**src/rtl/dphy_tp_pkg.sv**
```systemverilog
package dphy_tp_pkg;
  typedef enum logic [3:0] {
    ST_IDLE,
    ST_PRE,
    ST_CODE,
    ST_FALL,
    ST_DATA,
    ST_RISE,
    ST_CLR_LO0,
    ST_CLR_HI,
    ST_CLR_LO1
  } step_t;

  typedef struct packed {
    logic [7:0] code;
    logic [7:0] data;
  } pair_t;

  localparam int PAIR_W = $bits(pair_t);
endpackage

```
**src/rtl/dtp_fifo.sv**
```systemverilog
module dtp_fifo #(
  parameter int W     = 16,
  parameter int DEPTH = 16
) (
  input  logic         clk,
  input  logic         rst,
  input  logic         wr_en,
  input  logic [W-1:0] wr_data,
  input  logic         rd_en,
  output logic [W-1:0] rd_data,
  output logic         full,
  output logic         empty
);
  localparam int AW = (DEPTH > 1) ? $clog2(DEPTH) : 1;
  localparam int CW = $clog2(DEPTH + 1);
  localparam logic [AW-1:0] LAST = AW'(DEPTH - 1);
  localparam logic [CW-1:0] FULLC = CW'(DEPTH);

  logic [W-1:0]  mem [DEPTH];
  logic [AW-1:0] wp, rp;
  logic [CW-1:0] cnt;
  logic          wr_ok, rd_ok;

  assign full  = (cnt == FULLC);
  assign empty = (cnt == '0);
  assign wr_ok = wr_en && !full;
  assign rd_ok = rd_en && !empty;

  always_ff @(posedge clk) begin
    if (wr_ok) mem[wp] <= wr_data;
    if (rd_ok) rd_data <= mem[rp];
  end

  always_ff @(posedge clk) begin
    if (rst) begin
      wp  <= '0;
      rp  <= '0;
      cnt <= '0;
    end else begin
      if (wr_ok) wp <= (wp == LAST) ? '0 : wp + 1'b1;
      if (rd_ok) rp <= (rp == LAST) ? '0 : rp + 1'b1;
      case ({wr_ok, rd_ok})
        2'b10:   cnt <= cnt + 1'b1;
        2'b01:   cnt <= cnt - 1'b1;
        default: cnt <= cnt;
      endcase
    end
  end
endmodule

```
**src/rtl/dtp_step_timer.sv**
```systemverilog
module dtp_step_timer #(
  parameter int HP_W = 8
) (
  input  logic            clk,
  input  logic            rst,
  input  logic            load,
  input  logic [HP_W-1:0] len,
  output logic            done
);
  logic [HP_W-1:0] cnt;

  assign done = (cnt == '0);

  always_ff @(posedge clk) begin
    if (rst) begin
      cnt <= '0;
    end else if (load) begin
      cnt <= (len == '0) ? '0 : len - 1'b1;
    end else if (!done) begin
      cnt <= cnt - 1'b1;
    end
  end
endmodule

```
**src/rtl/dtp_ovf_flag.sv**
```systemverilog
module dtp_ovf_flag (
  input  logic clk,
  input  logic rst,
  input  logic push,
  input  logic full,
  input  logic clr,
  output logic flag
);
  always_ff @(posedge clk) begin
    if (rst)              flag <= 1'b0;
    else if (push && full) flag <= 1'b1;
    else if (clr)         flag <= 1'b0;
  end
endmodule

```
**src/rtl/dtp_seq.sv**
```systemverilog
module dtp_seq
  import dphy_tp_pkg::*;
#(
  parameter int HP_W = 8
) (
  input  logic            clk,
  input  logic            rst,
  input  logic            clr_req,
  input  logic            q_empty,
  input  pair_t           cur,
  input  logic [HP_W-1:0] half_period,
  output logic            pop,
  output logic            tst_clk,
  output logic            tst_en,
  output logic [7:0]      tst_din,
  output logic            tst_clr,
  output logic            busy
);
  step_t st;
  logic  pend, done, load, take_clr;

  assign take_clr = (st == ST_IDLE) && pend;
  assign pop      = (st == ST_IDLE) && !pend && !q_empty;
  assign load     = take_clr || pop ||
                    ((st != ST_IDLE) && done && (st != ST_RISE) && (st != ST_CLR_LO1));
  assign busy     = (st != ST_IDLE);

  dtp_step_timer #(.HP_W(HP_W)) u_tmr (
    .clk  (clk),
    .rst  (rst),
    .load (load),
    .len  (half_period),
    .done (done)
  );

  always_ff @(posedge clk) begin
    if (rst) begin
      st      <= ST_IDLE;
      pend    <= 1'b0;
      tst_clk <= 1'b1;
      tst_en  <= 1'b0;
      tst_din <= '0;
      tst_clr <= 1'b0;
    end else begin
      pend <= clr_req || (pend && !take_clr);
      case (st)
        ST_IDLE: begin
          if (take_clr) begin
            st      <= ST_CLR_LO0;
            tst_clr <= 1'b0;
          end else if (pop) begin
            st      <= ST_PRE;
            tst_clk <= 1'b1;
            tst_clr <= 1'b0;
          end
        end
        ST_PRE: if (done) begin
          st      <= ST_CODE;
          tst_en  <= 1'b1;
          tst_din <= cur.code;
        end
        ST_CODE: if (done) begin
          st      <= ST_FALL;
          tst_clk <= 1'b0;
        end
        ST_FALL: if (done) begin
          st      <= ST_DATA;
          tst_en  <= 1'b0;
          tst_din <= cur.data;
        end
        ST_DATA: if (done) begin
          st      <= ST_RISE;
          tst_clk <= 1'b1;
        end
        ST_RISE: if (done) st <= ST_IDLE;
        ST_CLR_LO0: if (done) begin
          st      <= ST_CLR_HI;
          tst_clr <= 1'b1;
        end
        ST_CLR_HI: if (done) begin
          st      <= ST_CLR_LO1;
          tst_clr <= 1'b0;
        end
        ST_CLR_LO1: if (done) st <= ST_IDLE;
        default: st <= ST_IDLE;
      endcase
    end
  end
endmodule

```
**src/rtl/dphy_test_port_seq.sv**
```systemverilog
module dphy_test_port_seq
  import dphy_tp_pkg::*;
#(
  parameter int DEPTH = 16,
  parameter int HP_W  = 8
) (
  input  logic            clk,
  input  logic            rst,
  input  logic            push_vld,
  input  logic [7:0]      push_code,
  input  logic [7:0]      push_data,
  input  logic            clr_req,
  input  logic            ovf_clr,
  input  logic [HP_W-1:0] half_period,
  output logic            tst_clk,
  output logic            tst_en,
  output logic [7:0]      tst_din,
  output logic            tst_clr,
  output logic            busy,
  output logic            q_empty,
  output logic            q_full,
  output logic            ovf
);
  pair_t         wr_pair, rd_pair;
  logic [PAIR_W-1:0] rd_bits;
  logic          pop;

  assign wr_pair = '{code: push_code, data: push_data};
  assign rd_pair = pair_t'(rd_bits);

  dtp_fifo #(.W(PAIR_W), .DEPTH(DEPTH)) u_fifo (
    .clk     (clk),
    .rst     (rst),
    .wr_en   (push_vld),
    .wr_data (wr_pair),
    .rd_en   (pop),
    .rd_data (rd_bits),
    .full    (q_full),
    .empty   (q_empty)
  );

  dtp_ovf_flag u_ovf (
    .clk  (clk),
    .rst  (rst),
    .push (push_vld),
    .full (q_full),
    .clr  (ovf_clr),
    .flag (ovf)
  );

  dtp_seq #(.HP_W(HP_W)) u_seq (
    .clk         (clk),
    .rst         (rst),
    .clr_req     (clr_req),
    .q_empty     (q_empty),
    .cur         (rd_pair),
    .half_period (half_period),
    .pop         (pop),
    .tst_clk     (tst_clk),
    .tst_en      (tst_en),
    .tst_din     (tst_din),
    .tst_clr     (tst_clr),
    .busy        (busy)
  );
endmodule

```
**config.mk**
```make
export PLATFORM = sky130hd
export DESIGN_NAME = dphy_test_port_seq
export DESIGN_NICKNAME = d
export VERILOG_FILES = /design/src/rtl/dphy_tp_pkg.sv /design/src/rtl/dtp_fifo.sv /design/src/rtl/dtp_step_timer.sv /design/src/rtl/dtp_ovf_flag.sv /design/src/rtl/dtp_seq.sv /design/src/rtl/dphy_test_port_seq.sv
export SDC_FILE = /design/constraint.sdc
export NUM_CORES = 1
export LEC_CHECK = 0
export BUFFER_PORTS_ARGS = -buffer_cell sky130_fd_sc_hd__buf_2
export CAP_MARGIN = 30
export CORE_MARGIN = 2
export CORE_UTILIZATION = 45
export CTS_BUF_LIST = sky130_fd_sc_hd__clkbuf_8
export DETAILED_ROUTE_END_ITERATION = 10
export HOLD_SLACK_MARGIN = 0.03
export MAX_ROUTING_LAYER = met4
export PLACE_DENSITY_LB_ADDON = 0.3
export SYNTH_ARGS = -nofsm -noshare
export SYNTH_HDL_FRONTEND = slang
export SYNTH_SLANG_ARGS = --single-unit
```
**constraint.sdc**
```tcl
create_clock -name clk -period 4.6 [get_ports clk]
set_input_delay 0.23 -clock clk [delete_from_list [all_inputs] [get_ports clk]]
set_output_delay 0.23 -clock clk [all_outputs]
set_load 0.02 [all_outputs]
```
==> results of run 1 <==
## cells by family after synthesis
| logic type | count (synthesis) | synth area share (%) |
|---|---|---|
| compound gates | 109 | 5.87 |
| xor+xnor | 8 | 0.552 |
| fa+ha+maj | 12 | 1.18 |
| buf+inv | 54 | 1.91 |
| flops | 310 | 70.3 |
| mux | 97 | 14.0 |
| simple gates | 138 | 6.23 |
## synthesized netlist by cell type (2+ instances only)
cell type	n
nor4_4	3
mux2i_1	31
nor3_1	13
o31ai_1	2
nand3_1	5
buf_1	8
a31oi_1	4
buf_6	3
a41oi_1	2
or4_4	3
or4b_2	2
xor2_1	8
nor3b_1	2
nor2b_1	19
nor4b_1	2
nand2_1	16
o211ai_1	6
or4_1	3
mux2_2	2
ha_1	12
nor2_1	45
nand2b_1	6
or3_1	4
mux4_2	64
clkbuf_1	19
o21ai_0	10
or3b_2	2
a311oi_1	3
nand3b_1	2
a221oi_1	2
a211o_1	4
inv_1	12
a21oi_1	34
nor4_1	4
dfxtp_1	38
edfxtp_1	272
a21o_1	2
buf_2	11
a211oi_1	26
## worst reg2reg max path, delay by kind of cell (launching register included)
family                   cells  cell delay, ns
AO/OA/AOI/OAI                3            0.51
XOR/XNOR                     1            0.19
adder cells (fa/ha/maj)      2            0.64
buffers and inverters        1            0.33
flip-flops                   1            0.44
multiplexers                 1            0.35
AND/OR/NAND/NOR              2            1.07
## what timing repair did
action | in CTS | in global routing
endpoints found under the hold margin | 192 | 0
hold buffers | 18 | 0
gates resized for setup | 0 | 0
## cell type report
type                            count  share of cell area (%)
Sequential cell                   310                    61.1
Clock inverter                     42                    1.86
Inverter                           12                   0.308
Tap cell                          378                    3.24
Multi-Input combinational cell    364                    24.3
Timing Repair Buffer               88                    4.35
Clock buffer                       51                    4.80
## metal layers
metal / vias up / track usage [%]
met5: - / -
met4: 0 / 4.93
met3: 54 / 3.34
met2: 242 / 32.0
met1: 3510 / 23.5
li1: 3145 / -
## where the power goes
group | total [µW] | switching, µW | internal [µW]
clock network | 2280 | 1070 | 1220
logic | 1840 | 1010 | 827
registers | 3500 | 194 | 3310
## how the worst max path moves through the flow
stage / start / end
floorplan: u_seq.st[3] / u_fifo.cnt[4]
global placement: u_seq.st[0] / u_fifo.cnt[4]
detailed placement: u_seq.st[0] / u_fifo.cnt[4]
CTS: u_seq.st[0] / u_fifo.cnt[4]
global route: u_seq.st[0] / u_fifo.cnt[4]
finish: u_seq.st[0] / u_fifo.cnt[4]
## per-stage QoR
stage	hold WS, ns	worst slack, ns
floorplan	0.329	0.746
global placement	0.476	1.08
detailed placement	0.464	0.988
CTS	0.0355	0.968
global route	0.0545	0.789
finish	0.0695	0.966
## state kept, by name, indices dropped and copies added (netlist names), 4 cells and up
name,cells
u_seq.st,4
u_seq.u_tmr.cnt,8
u_fifo.mem,256
u_seq.tst_din,8
u_fifo.rp,4
u_fifo.wp,4
u_fifo.rd_data,16
u_fifo.cnt,5
==> impl_metrics.yaml, run 1 <==
cells_and_area:
  antennaDiodeCount: 0
  syn2layout_area_growth_pct: 15.0
  final_common_cell: "edfxtp_1"
  fin_area_um2: 14600
  regArea_um2: 8930
  drive_gt1_share_pct: 25.8
  final_cell_mix: "272 x edfxtp_1, 64 x mux4_2, 51 x clkbuf_8, 45 x nor2_1, 43 x buf_2"
  fillers: 2297
  multi_input_area_um2: 3550
  final_nets: 867
  stdcell_count: 1245
  post-route-util_pct: 52.6
place:
  place_area_um2: 13500
  dp.cells: 1133
  globalplace.congestion: 0.891
  dp_hpwl_mm: 15.5
  portBuffers: 43
grt:
  antenna_found_initial: 0
  grt_max_degree: 43
  grt_pass1_wl_mm: 40.3
  first_global_vias: 7131
  grt_usage_pct: 18.8
  globalRouteOverflowTotal: 0
power:
  power_uw: 7630
  leakagePower_uw: 0.00478
  pwr_density_cell_nw_per_um2: 522
  vdd_drop_max_mv: 0.270
floorplanning:
  placementRows: 61
  die_area_um2: 29600
  die_w_um: 172
  io-pin-count: 44
  core_area_um2: 27800
  die_y_um: 172
  start_util_pct: 45.7
clock_tree:
  clk_pin_slew_ns: 0.06
  cts_setup_buffers: 0
  clk_latency_ns: 0.58
  clock_path_buffers: 3
  cts_num_sinks: 310
  tritoncts: "built"
  cts.htree.levels: 2
  cts_buffers: 50
  cts_root_buf: "clkbuf_8"
worst_setup_path:
  path_buf_inv: 1
  crit_path_start_kind: "register"
  r2r_slack_ns: 0.97
  slowest_stage: "or4_4"
  worst_ep_arrival_time_ns: 4.08
  cp_top_family: "simple AND/OR/NAND/NOR gates"
  path_class: "register to register"
  cp_max_fo: 24
  crit_top_cell: "ha_1"
  endpoint_kind: "register"
  worstReg2RegStart: "u_seq.st[0]"
  crit_chain: "or4_4 > a211oi_4 > buf_4 > ha_1 > xor2_1 > ha_1 > a21oi_1 > or3b_2 > a31oi_1 > mux2_2"
  cp_data_required_time_ns: 5.04
  r2r-end: "u_fifo.cnt[4]"
  crit_cells: 10
  cp_slowest_stage_delay_ns: 0.63
  r2r_cells: 10
logic_synthesis:
  ys_ff_latch: 310
  synth.net_count: 769
  synth_edf_count: 272
  ys.flop_type: "edfxtp_1"
  yosys.area.top_type: "edfxtp_1"
  synth_cell_types: 61
  synthArstFlopShare_pct: 0
  synth_area_leaders: "edfxtp_1 64%, mux4_2 11%, dfxtp_1 6.0%"
  yosys.area.top_type_share_pct: 64.3
  yosysWarnings: 0
  syn_area_um2: 12700
  yosysSeqAreaShare_pct: 70.3
  synthCells: 728
  post_synth.cell_area_avg_um2: 17.4
detailed_routing:
  dr.pass1.iters: 5
  finalWirelength_mm: 26.4
  viasPerCell: 5.58
  wl_met3_mm: 1.48
  wire_per_inst_um: 21.2
  drt_iter0_drc: 597
  route.detailed.drc: 0
  final_antenna_net_count: 0
  met1Wirelength_mm: 11.0
  vias: 6951
  wl_met2_mm: 13.4
  routed.top_layer: "met4"
sta:
  finalMaxSlewViolations: 0
  post-route-period-util_pct: 79.0
  rsz0062_at_grt: "no"
  setup_viol: 0
  hold_violations: 0
  maxSlewHeadroom_pct: 41.6
  tightest_slew_ns: 0.869
  skew_ns: 0.0418
  period_needed_ns: 3.63
  final.setup.tns_ns: 0
  fmax_ghz: 0.275
worst_hold_path:
  hold_path_class: "input port to register"
  whs_path_depth: 1
  min_to: "u_fifo.mem[14][13]"
  min-delay-start: "push_code[5]"
flow_run:
  drv_cap: 0
run_status:
  status: "completed"
(Power assumes the default switching activity.)
==> run 2, diff against run 1 <==
==> constraint.sdc (replaced) <==
create_clock -name clk -period 3.53 [get_ports clk]
set_input_delay 0.1765 -clock clk [delete_from_list [all_inputs] [get_ports clk]]
set_output_delay 0.1765 -clock clk [all_outputs]
set_load 0.02 [all_outputs]
==> run 2 against run 1 <==
  * Final area rose by 0.29%
  * Clock-buffer cell count rose by 2
  * First-iteration DRC count rose by 6.0%
  * Via count rose by 0.52%
  * Wire length rose by 1.6%
==> impl_metrics.yaml, run 2 (synthesis gave the netlist of run 1 again) <==
cells_and_area:
  drive_gt1_share_pct: 26.5
  fin_area_um2: 14700
  largest_register_ffs: 256
  fillers: 2296
  stdcell_count: 1249
  largest_register: "u_fifo.mem"
  syn2layout_area_growth_pct: 15.4
  antennaDiodeCount: 0
  final_nets: 871
  final_common_cell: "edfxtp_1"
  largestRegisters: "u_fifo.mem (256), u_fifo.rd_data (16)"
  final_cell_mix: "272 x edfxtp_1, 64 x mux4_2, 53 x clkbuf_8, 43 x buf_2, 38 x nor2_1"
  post-route-util_pct: 52.8
worst_setup_path:
  path_class: "register to register"
  crit_chain: "or4_4 > a211oi_4 > ha_2 > xor2_1 > ha_2 > a21oi_1 > or3b_4 > a31oi_1 > mux2_2"
  crit_start: "u_seq.st[2]"
  crit_top_cell: "ha_2"
  r2r-end: "u_fifo.cnt[4]"
  cp_slowest_stage_delay_ns: 0.66
  endpoint_kind: "register"
  r2r_cells: 9
  worstReg2RegStart: "u_seq.st[2]"
  r2r_slack_ns: 0.34
  cp_data_required_time_ns: 3.99
  cp_max_fo: 13
  slowest_stage: "or4_4"
  crit_path_start_kind: "register"
  worst_ep_arrival_time_ns: 3.65
power:
  p_int_uw: 6890
  combPwrFrac_pct: 24.5
  vdd_drop_max_mv: 0.398
  switching_share_pct: 30.3
  seqPwrFrac_pct: 46.6
  pwr_density_cell_nw_per_um2: 674
  leakagePower_uw: 0.00479
  p_switching_uw: 2990
  p_clk_share_pct: 28.9
run_status:
  status: "completed"
grt:
  first_global_vias: 7059
  grt_usage_pct: 19.0
  grt_max_degree: 43
  grt_pass1_wl_mm: 40.7
  antenna_found_initial: 0
  globalRouteOverflowTotal: 0
detailed_routing:
  final_antenna_net_count: 0
  drt_iter0_drc: 633
  dr.pass1.iters: 5
  vias: 6987
  route.detailed.drc: 0
  viasPerCell: 5.59
  wire_per_inst_um: 21.5
  finalWirelength_mm: 26.8
sta:
  setup_ws_ns: 0.338
  rsz0062_at_grt: "no"
  finalMaxSlewViolations: 0
  post-route-period-util_pct: 90.4
  hold_ws_ns: 0.0795
  skew_ns: 0.0210
  setup_viol: 0
  tightest_slew_ns: 0.878
  maxSlewHeadroom_pct: 41.5
  period_needed_ns: 3.19
  fmax_ghz: 0.313
  hold_violations: 0
clock_tree:
  clk_latency_ns: 0.57
  cts_num_sinks: 310
  cts_buffers: 51
  cts_setup_buffers: 0
  clk_pin_slew_ns: 0.06
  clock_path_buffers: 3
  tritoncts: "built"
  cts_root_buf: "clkbuf_8"
  cts.htree.levels: 2
place:
  portBuffers: 43
  dp_hpwl_mm: 15.6
  dp.cells: 1133
  post-place-ws_ns: 0.398
  globalplace.congestion: 0.863
  place_area_um2: 13500
floorplanning:
  die_area_um2: 29600
  core_area_um2: 27800
  die_w_um: 172
  io-pin-count: 44
  die_y_um: 172
  placementRows: 61
  start_util_pct: 45.7
worst_hold_path:
  hold_path_class: "input port to register"
  whs_path_depth: 4
  min-delay-start: "half_period[2]"
  min_to: "u_seq.u_tmr.cnt[2]"
flow_run:
  drv_cap: 0
run 2: per-stage QoR:
| step | total power, µW | setup TNS, ns |
|---|---|---|
| 6_report | 9880 | 0 |
| 4_1_cts | 9970 | 0 |
| 3_5_place_dp | 7090 | 0 |
| 5_1_grt | 10400 | 0 |
| 3_3_place_gp | 7010 | 0 |
| 2_1_floorplan | 6440 | -0.0547 |
run 2: how the worst max path moves through the flow:
| stage | to | slack [ns] |
|---|---|---|
| 2_1_floorplan | u_fifo.cnt[4] | -0.05 |
| 3_3_place_gp | u_fifo.cnt[4] | 0.52 |
| 3_5_place_dp | u_fifo.cnt[4] | 0.40 |
| 4_1_cts | u_fifo.cnt[4] | 0.38 |
| 5_1_grt | u_fifo.cnt[4] | 0.19 |
| 6_report | u_fifo.cnt[4] | 0.34 |
run 2: layout make-up:
cell class                      count  area, µm²  area share, %
Clock inverter                     41        211           1.44
Multi-Input combinational cell    364       3580           24.4
Timing Repair Buffer               91        681           4.64
Inverter                           12       45.0          0.307
Tap cell                          378        473           3.23
Clock buffer                       53        729           4.98
Sequential cell                   310       8940           61.0
run 2: critical path, delay by kind of cell (launching register included):
kind	cells	cell delay [ns]
and+or+nand+nor	2	1.04
adders and majority gates	2	0.57
AOI/OAI and AO/OA	3	0.48
DFF	1	0.46
muxes	1	0.35
xor gates and xnor gates	1	0.18
run 2: metal layers:
layer | GRT usage (%) | share of wire [%]
met1 | 24.4 | 43
met4 | 6.14 | 2.4
met3 | 3.34 | 5.7
met2 | 31.1 | 49
met5 | - | 0
run 2: timing repair:
item	in CTS	in global routing
hold buffers	22	0
endpoints found under the hold margin	261	0
gates resized for setup	0	0
run 2: power by group through the flow:
| stage | Clock (µW) | Sequential, µW | Combinational, µW |
|---|---|---|---|
| global placement | 0 | 4660 | 2360 |
| CTS | 2930 | 4610 | 2440 |
| detailed placement | 0 | 4680 | 2410 |
| floorplan | 0 | 4510 | 1930 |
| finish | 2850 | 4610 | 2420 |
| global route | 3090 | 4650 | 2640 |
